===== config.mk =====
export PLATFORM = sky130hd
export DESIGN_NAME = pgxlat_unit
export DESIGN_NICKNAME = d
export VERILOG_FILES = /design/src/rtl/pgxlat_pkg.sv /design/src/rtl/pgxlat_table.sv /design/src/rtl/pgxlat_lru.sv /design/src/rtl/pgxlat_falloc.sv /design/src/rtl/pgxlat_unit.sv
export SDC_FILE = /design/constraint.sdc
export NUM_CORES = 1
export LEC_CHECK = 0
export BUFFER_PORTS_ARGS = -buffer_cell sky130_fd_sc_hd__buf_2
export CORE_ASPECT_RATIO = 0.75
export CORE_MARGIN = 2
export CORE_UTILIZATION = 35
export DETAILED_ROUTE_END_ITERATION = 12
export SYNTH_ARGS = -nofsm -noshare
export SYNTH_HDL_FRONTEND = slang
export SYNTH_HIERARCHICAL = 1
export SYNTH_SLANG_ARGS = --single-unit

===== constraint.sdc =====
create_clock -name clk -period 5.9 [get_ports clk]
set_input_delay 0.885 -clock clk [delete_from_list [all_inputs] [get_ports clk]]
set_output_delay 0.885 -clock clk [all_outputs]
set_load 0.02 [all_outputs]

===== src/rtl/pgxlat_pkg.sv =====
package pgxlat_pkg;

    localparam int XL_VA_W  = 5;
    localparam int XL_OFS_W = 2;
    localparam int XL_PA_W  = 4;

    typedef enum logic [2:0] {
        ST_IDLE,
        ST_SELECT,
        ST_WRITEBACK,
        ST_FILL,
        ST_UPDATE
    } xl_state_e;

endpackage


===== src/rtl/pgxlat_table.sv =====
module pgxlat_table #(
    parameter int VPN_W = 3,
    parameter int PFN_W = 2
) (
    input  logic             clk,
    input  logic             rst_n,
    input  logic [VPN_W-1:0] lk_vpn,
    output logic             lk_valid,
    output logic             lk_dirty,
    output logic [PFN_W-1:0] lk_frame,
    input  logic [VPN_W-1:0] rd_vpn,
    output logic             rd_dirty,
    input  logic             dset_en,
    input  logic [VPN_W-1:0] dset_vpn,
    input  logic             inval_en,
    input  logic [VPN_W-1:0] inval_vpn,
    input  logic             inst_en,
    input  logic [VPN_W-1:0] inst_vpn,
    input  logic [PFN_W-1:0] inst_frame,
    input  logic             inst_dirty
);
    localparam int N_PAGE = 1 << VPN_W;

    logic [N_PAGE-1:0] valid_q;
    logic [N_PAGE-1:0] dirty_q;
    logic [PFN_W-1:0]  frame_q [N_PAGE];

    for (genvar p = 0; p < N_PAGE; p++) begin : g_pte
        always_ff @(posedge clk or negedge rst_n) begin
            if (!rst_n) begin
                valid_q[p] <= 1'b0;
                dirty_q[p] <= 1'b0;
                frame_q[p] <= '0;
            end else if (inst_en && inst_vpn == VPN_W'(p)) begin
                valid_q[p] <= 1'b1;
                dirty_q[p] <= inst_dirty;
                frame_q[p] <= inst_frame;
            end else if (inval_en && inval_vpn == VPN_W'(p)) begin
                valid_q[p] <= 1'b0;
                dirty_q[p] <= 1'b0;
            end else if (dset_en && dset_vpn == VPN_W'(p)) begin
                dirty_q[p] <= 1'b1;
            end
        end
    end

    assign lk_valid = valid_q[lk_vpn];
    assign lk_dirty = dirty_q[lk_vpn];
    assign lk_frame = frame_q[lk_vpn];
    assign rd_dirty = dirty_q[rd_vpn];

    AST_INST_ON_INVALID: assert property (@(posedge clk) disable iff (!rst_n)
        inst_en |-> !valid_q[inst_vpn]);
    AST_INVAL_RESIDENT: assert property (@(posedge clk) disable iff (!rst_n)
        inval_en |=> !valid_q[$past(inval_vpn)]);
endmodule


===== src/rtl/pgxlat_lru.sv =====
module pgxlat_lru #(
    parameter int PFN_W = 2
) (
    input  logic             clk,
    input  logic             rst_n,
    input  logic             touch_en,
    input  logic [PFN_W-1:0] touch_frame,
    output logic [PFN_W-1:0] victim
);
    localparam int N_FRAME = 1 << PFN_W;
    localparam logic [PFN_W-1:0] OLDEST = PFN_W'(N_FRAME - 1);

    logic [PFN_W-1:0]   rank_q [N_FRAME];
    logic [N_FRAME-1:0] is_newest;

    for (genvar f = 0; f < N_FRAME; f++) begin : g_rank
        always_ff @(posedge clk or negedge rst_n) begin
            if (!rst_n) begin
                rank_q[f] <= PFN_W'(f);
            end else if (touch_en) begin
                if (touch_frame == PFN_W'(f))
                    rank_q[f] <= '0;
                else if (rank_q[f] < rank_q[touch_frame])
                    rank_q[f] <= rank_q[f] + 1'b1;
            end
        end
        assign is_newest[f] = (rank_q[f] == '0);
    end

    always_comb begin
        victim = '0;
        for (int f = 0; f < N_FRAME; f++)
            if (rank_q[f] == OLDEST) victim = PFN_W'(f);
    end

    AST_ONE_NEWEST: assert property (@(posedge clk) disable iff (!rst_n)
        $countones(is_newest) == 1);
endmodule


===== src/rtl/pgxlat_falloc.sv =====
module pgxlat_falloc #(
    parameter int VPN_W = 3,
    parameter int PFN_W = 2
) (
    input  logic             clk,
    input  logic             rst_n,
    input  logic             alloc_en,
    input  logic [PFN_W-1:0] alloc_frame,
    input  logic [VPN_W-1:0] alloc_vpn,
    output logic             any_free,
    output logic [PFN_W-1:0] low_free,
    input  logic [PFN_W-1:0] own_frame,
    output logic [VPN_W-1:0] own_vpn
);
    localparam int N_FRAME = 1 << PFN_W;

    logic [N_FRAME-1:0] free_q;
    logic [VPN_W-1:0]   owner_q [N_FRAME];

    for (genvar f = 0; f < N_FRAME; f++) begin : g_frame
        always_ff @(posedge clk or negedge rst_n) begin
            if (!rst_n) begin
                free_q[f]  <= 1'b1;
                owner_q[f] <= '0;
            end else if (alloc_en && alloc_frame == PFN_W'(f)) begin
                free_q[f]  <= 1'b0;
                owner_q[f] <= alloc_vpn;
            end
        end
    end

    always_comb begin
        low_free = '0;
        for (int f = N_FRAME - 1; f >= 0; f--)
            if (free_q[f]) low_free = PFN_W'(f);
    end

    assign any_free = |free_q;
    assign own_vpn  = owner_q[own_frame];
endmodule


===== src/rtl/pgxlat_unit.sv =====
module pgxlat_unit
    import pgxlat_pkg::*;
#(
    parameter int VA_W  = XL_VA_W,
    parameter int OFS_W = XL_OFS_W,
    parameter int PA_W  = XL_PA_W
) (
    input  logic                  clk,
    input  logic                  rst_n,
    input  logic                  req_valid,
    output logic                  req_ready,
    input  logic [VA_W-1:0]       req_vaddr,
    input  logic                  req_write,
    output logic                  rsp_valid,
    output logic [PA_W-1:0]       rsp_paddr,
    output logic                  rsp_fault,
    output logic                  wb_valid,
    output logic [VA_W-OFS_W-1:0] wb_vpn,
    output logic [PA_W-OFS_W-1:0] wb_frame,
    input  logic                  wb_done,
    output logic                  fill_valid,
    output logic [VA_W-OFS_W-1:0] fill_vpn,
    output logic [PA_W-OFS_W-1:0] fill_frame,
    input  logic                  fill_done
);
    localparam int VPN_W = VA_W - OFS_W;
    localparam int PFN_W = PA_W - OFS_W;

    xl_state_e state_q, state_d;

    logic [VPN_W-1:0] h_vpn_q, h_evict_vpn_q;
    logic [OFS_W-1:0] h_ofs_q;
    logic             h_write_q;
    logic [PFN_W-1:0] h_frame_q;

    logic [VPN_W-1:0] in_vpn;
    logic             lk_valid, lk_dirty, vic_dirty;
    logic [PFN_W-1:0] lk_frame, victim, low_free;
    logic             any_free;
    logic [VPN_W-1:0] vic_vpn;
    logic             accept, hit;
    logic             dset_en, inval_en, inst_en, touch_en;
    logic [PFN_W-1:0] touch_frame;

    assign in_vpn = req_vaddr[VA_W-1:OFS_W];

    pgxlat_table #(.VPN_W(VPN_W), .PFN_W(PFN_W)) table_i (
        .clk(clk), .rst_n(rst_n),
        .lk_vpn(in_vpn), .lk_valid(lk_valid), .lk_dirty(lk_dirty), .lk_frame(lk_frame),
        .rd_vpn(vic_vpn), .rd_dirty(vic_dirty),
        .dset_en(dset_en), .dset_vpn(in_vpn),
        .inval_en(inval_en), .inval_vpn(vic_vpn),
        .inst_en(inst_en), .inst_vpn(h_vpn_q), .inst_frame(h_frame_q), .inst_dirty(h_write_q)
    );

    pgxlat_lru #(.PFN_W(PFN_W)) lru_i (
        .clk(clk), .rst_n(rst_n),
        .touch_en(touch_en), .touch_frame(touch_frame), .victim(victim)
    );

    pgxlat_falloc #(.VPN_W(VPN_W), .PFN_W(PFN_W)) falloc_i (
        .clk(clk), .rst_n(rst_n),
        .alloc_en(inst_en), .alloc_frame(h_frame_q), .alloc_vpn(h_vpn_q),
        .any_free(any_free), .low_free(low_free),
        .own_frame(victim), .own_vpn(vic_vpn)
    );

    // State register
    always_ff @(posedge clk or negedge rst_n) begin
        if (!rst_n) state_q <= ST_IDLE;
        else        state_q <= state_d;
    end

    // Next state and control outputs
    always_comb begin
        state_d     = state_q;
        req_ready   = 1'b0;
        wb_valid    = 1'b0;
        fill_valid  = 1'b0;
        accept      = 1'b0;
        hit         = 1'b0;
        dset_en     = 1'b0;
        inval_en    = 1'b0;
        inst_en     = 1'b0;
        touch_en    = 1'b0;
        touch_frame = lk_frame;
        unique case (state_q)
            ST_IDLE: begin
                req_ready = 1'b1;
                accept    = req_valid;
                hit       = req_valid && lk_valid;
                dset_en   = hit && req_write && !lk_dirty;
                touch_en  = hit;
                if (req_valid && !lk_valid) state_d = ST_SELECT;
            end
            ST_SELECT: begin
                inval_en = !any_free;
                if (!any_free && vic_dirty) state_d = ST_WRITEBACK;
                else                        state_d = ST_FILL;
            end
            ST_WRITEBACK: begin
                wb_valid = 1'b1;
                if (wb_done) state_d = ST_FILL;
            end
            ST_FILL: begin
                fill_valid = 1'b1;
                if (fill_done) state_d = ST_UPDATE;
            end
            ST_UPDATE: begin
                inst_en     = 1'b1;
                touch_en    = 1'b1;
                touch_frame = h_frame_q;
                state_d     = ST_IDLE;
            end
            default: state_d = ST_IDLE;
        endcase
    end

    // Held request, chosen frame and response registers
    always_ff @(posedge clk or negedge rst_n) begin
        if (!rst_n) begin
            h_vpn_q       <= '0;
            h_ofs_q       <= '0;
            h_write_q     <= 1'b0;
            h_frame_q     <= '0;
            h_evict_vpn_q <= '0;
            rsp_valid     <= 1'b0;
            rsp_fault     <= 1'b0;
            rsp_paddr     <= '0;
        end else begin
            if (accept) begin
                h_vpn_q   <= in_vpn;
                h_ofs_q   <= req_vaddr[OFS_W-1:0];
                h_write_q <= req_write;
            end
            if (state_q == ST_SELECT) begin
                h_frame_q     <= any_free ? low_free : victim;
                h_evict_vpn_q <= vic_vpn;
            end
            rsp_valid <= hit || (state_q == ST_UPDATE);
            rsp_fault <= (state_q == ST_UPDATE);
            if (hit)                         rsp_paddr <= {lk_frame, req_vaddr[OFS_W-1:0]};
            else if (state_q == ST_UPDATE)   rsp_paddr <= {h_frame_q, h_ofs_q};
        end
    end

    assign wb_vpn     = h_evict_vpn_q;
    assign wb_frame   = h_frame_q;
    assign fill_vpn   = h_vpn_q;
    assign fill_frame = h_frame_q;

    AST_HIT_RESP: assert property (@(posedge clk) disable iff (!rst_n)
        (req_valid && req_ready && lk_valid) |=> (rsp_valid && !rsp_fault));
    AST_FAULT_RESP: assert property (@(posedge clk) disable iff (!rst_n)
        (rsp_valid && rsp_fault) |-> $past(fill_valid && fill_done, 2));
    AST_WB_HOLD: assert property (@(posedge clk) disable iff (!rst_n)
        (wb_valid && !wb_done) |=> (wb_valid && $stable(wb_vpn) && $stable(wb_frame)));
    AST_FILL_HOLD: assert property (@(posedge clk) disable iff (!rst_n)
        (fill_valid && !fill_done) |=> (fill_valid && $stable(fill_vpn) && $stable(fill_frame)));
    AST_NO_READY_IN_FILL: assert property (@(posedge clk) disable iff (!rst_n)
        fill_valid |-> !rsp_valid);
endmodule


==> out/results.ini <==
[sta]
maxSlewHeadroom=0.366
clock_skew_ps=4.21
rsz0062_at_grt=false
tightestPinTransition_ps=952
period_minus_slack_ps=3650
setup_violations=0
setup_tns_ps=0
report.final.slew_viol_count=0
hold_ws_ps=499
period_share=0.618
timing_hold_violations_final=0
fmax_ghz=0.274

[critical_path]
r2r-start=table_i/frame_q[12]
path_buf_inv=2
crit_top_cell=mux2_2
crit_type=input port to flop
cp.required_ps=6120
cpPeakStageDelay_ps=590
start_kind=input port
cp_max_fo=14
endpoint_kind=flop
crit_slowest_cell=mux4_1
cp_top_family=multiplexers
startpoint=req_vaddr[2]
worst_ep_arrival_time_ps=3870
worstPathCellList=buf_2 -> mux4_1 -> mux2_2 -> mux2_2 -> mux4_2 -> inv_1 -> ha_1 -> nor3b_1 -> o21a_1 -> o2bb2ai_1

[synthesis]
ys_async_sr_fraction=1.00
avgSynthCellArea_um2=12.5
netlist_area_mm2=0.00413
synth_cell_types=52
synth_enable_flop_cells=0
yosysWarnings=6
syn_inst=331
syn_nets=349
yosysSeqAreaShare=0.463
synth-seq-cells=76
ys_dominant_reg_cell=dfrtp_1

[global_routing]
use_met1=0.236
grt_pass1_wl_um=14600
grt_pass1_vias=2711
grt_usage=0.148
grtUsageMet3=0.0301
use_met2=0.198
busiest_layer=met1
grt_overflow=0
grt_max_degree=77
antenna_found_initial=0

[clock_tree]
htree_num_levels=3
cts_buffers=9
insertion_delay_ps=330
cts_tree=yes
clockRootBuffer=clkbuf_16
clkTransAtPathRegs_ps=60
cts_post_setup_buffers_inserted=0
cts.hold.buffers_added=0
cts_sinks=76
cts_buffer_depth=2
cts_resized=0

[routing]
drtPass1Iterations=4
drc=0
vias_per_cell=5.28
ant_nets=0
avgRoutedWirePerCell_um=16.8
dr.first_iter.drc_count=230
via_count=2782
drt-total-wl_um=8830

[die]
ios=30
row_count=34
die_y_um=98.1
core_mm2=0.0115
start_util=0.358
die_w_um=129
die-area_mm2=0.0127

[power_and_ir_drop]
p_leak_nw=2.09
vdd_drop_max_uv=196
power_mw=2.60
p_per_area_mw_per_mm2=547

[placement]
portBuffers=29
dp.cells=511
gp_congestion=0.781
hpwlAfterDp_um=6100

[final_layout]
antenna_cells=0
nNetsFinal=378
drive_gt1_frac=0.323
n_fill_cell=1066
multi_input_area_mm2=0.00208
seq_area_mm2=0.00191
finish.utilization=0.413
instances_no_fill=527
syn_to_final_growth_pct=15.2

[outcome]
status=finished, final reports clean

[flow_run]
drv_cap=0

[min_path]
min-delay-start=falloc_i/free_q[2]
hp-class=flop to flop

layout make-up:
| cell class | count | area share |
|---|---|---|
| Multi-Input combinational cell | 228 | 0.437 |
| Sequential cell | 76 | 0.402 |
| Tap cell | 162 | 0.0426 |
| Clock buffer | 12 | 0.0539 |
| Clock inverter | 4 | 0.0200 |
| Timing Repair Buffer | 30 | 0.0326 |
| Inverter | 15 | 0.0118 |
kinds of logic (layout without fill, tap and decap cells):
family                   after synthesis  after routing  synth area share
AND/OR/NAND/NOR                       93             93             0.153
flip-flops                            76             76             0.463
multiplexers                          69             69             0.232
AO/OA/AOI/OAI                         59             59            0.0964
buffers and inverters                 27             61            0.0348
adder cells (fa/ha/maj)                7              7            0.0212
registers in the layout (all words and copies together), names as in the netlist, 3 cells and up:
register,cells
falloc_i/owner_q,12
lru_i/rank_q,8
table_i/valid_q,8
state_q,3
wb_vpn,3
table_i/frame_q,16
falloc_i/free_q,4
fill_vpn,3
table_i/dirty_q,8
rsp_paddr,4
cell usage after synthesis (6+ instances only):
| library cell | count | share of area |
|---|---|---|
| dfrtp_1 | 68 | 0.41 |
| mux2_2 | 44 | 0.12 |
| mux4_2 | 6 | 0.033 |
| dfstp_2 | 8 | 0.051 |
| mux4_1 | 8 | 0.051 |
| inv_1 | 15 | 0.014 |
| nand2b_1 | 9 | 0.014 |
| o21ai_0 | 11 | 0.013 |
| mux2i_1 | 10 | 0.024 |
| a31oi_1 | 9 | 0.014 |
| ha_1 | 7 | 0.021 |
| nand2_1 | 17 | 0.015 |
| nor2_1 | 9 | 0.0082 |
| nor2b_1 | 13 | 0.020 |
| a21oi_1 | 9 | 0.011 |
layer usage:
layer	vias up	share of wire	wire [um]
met5	-	0	0
met4	0	0.012	106
met3	9	0.036	320
met2	51	0.41	3610
met1	1408	0.54	4800
li1	1314	-	-
worst reg2reg max path, cell delays in order (launching register included):
cell and delay (ps):
dfrtp_1 410, mux4_1 500, mux2_2 290, mux2_2 380, mux4_2 450, inv_1 140, ha_1 270, nor3b_1 280
o21a_1 190, o2bb2ai_1 80
cell usage in the layout, fill, tap and decap left out, types with 9 or more instances in the layout:
master / instances
buf_2: 28
a21oi_1: 9
nor2_1: 9
a31oi_1: 9
clkbuf_16: 9
dfrtp_1: 68
nand2b_1: 9
mux2i_1: 10
o21ai_0: 11
nor2b_1: 13
nand2_1: 17
mux2_2: 44
inv_1: 15
final timing paths:
check                                 endpoint  slack, ps  cells after the start
min in group asynchronous  table_i/frame_q[12]        690                      1
setup reg to reg               lru_i/rank_q[7]       2790                      9
setup / recovery               lru_i/rank_q[7]       2250                     10
hold reg to reg             falloc_i/free_q[2]        500                      1
max in group asynchronous         rsp_paddr[1]       4580                      1
hold / removal              falloc_i/free_q[2]        500                      1
power by group:
group	switching (mW)	internal [mW]	leakage, nW	total (mW)
clock network	0.209	0.436	0.173	0.645
registers	0.232	0.729	0.957	0.960
logic	0.506	0.489	0.962	0.995
metrics by stage:
step	setup WS [ps]	area [um^2]
3_3_place_gp	2010	4400
2_1_floorplan	2300	4130
3_5_place_dp	1890	4400
5_1_grt	2040	4760
6_report	2250	4760
4_1_cts	2250	4760
(Power assumes the default switching activity.)
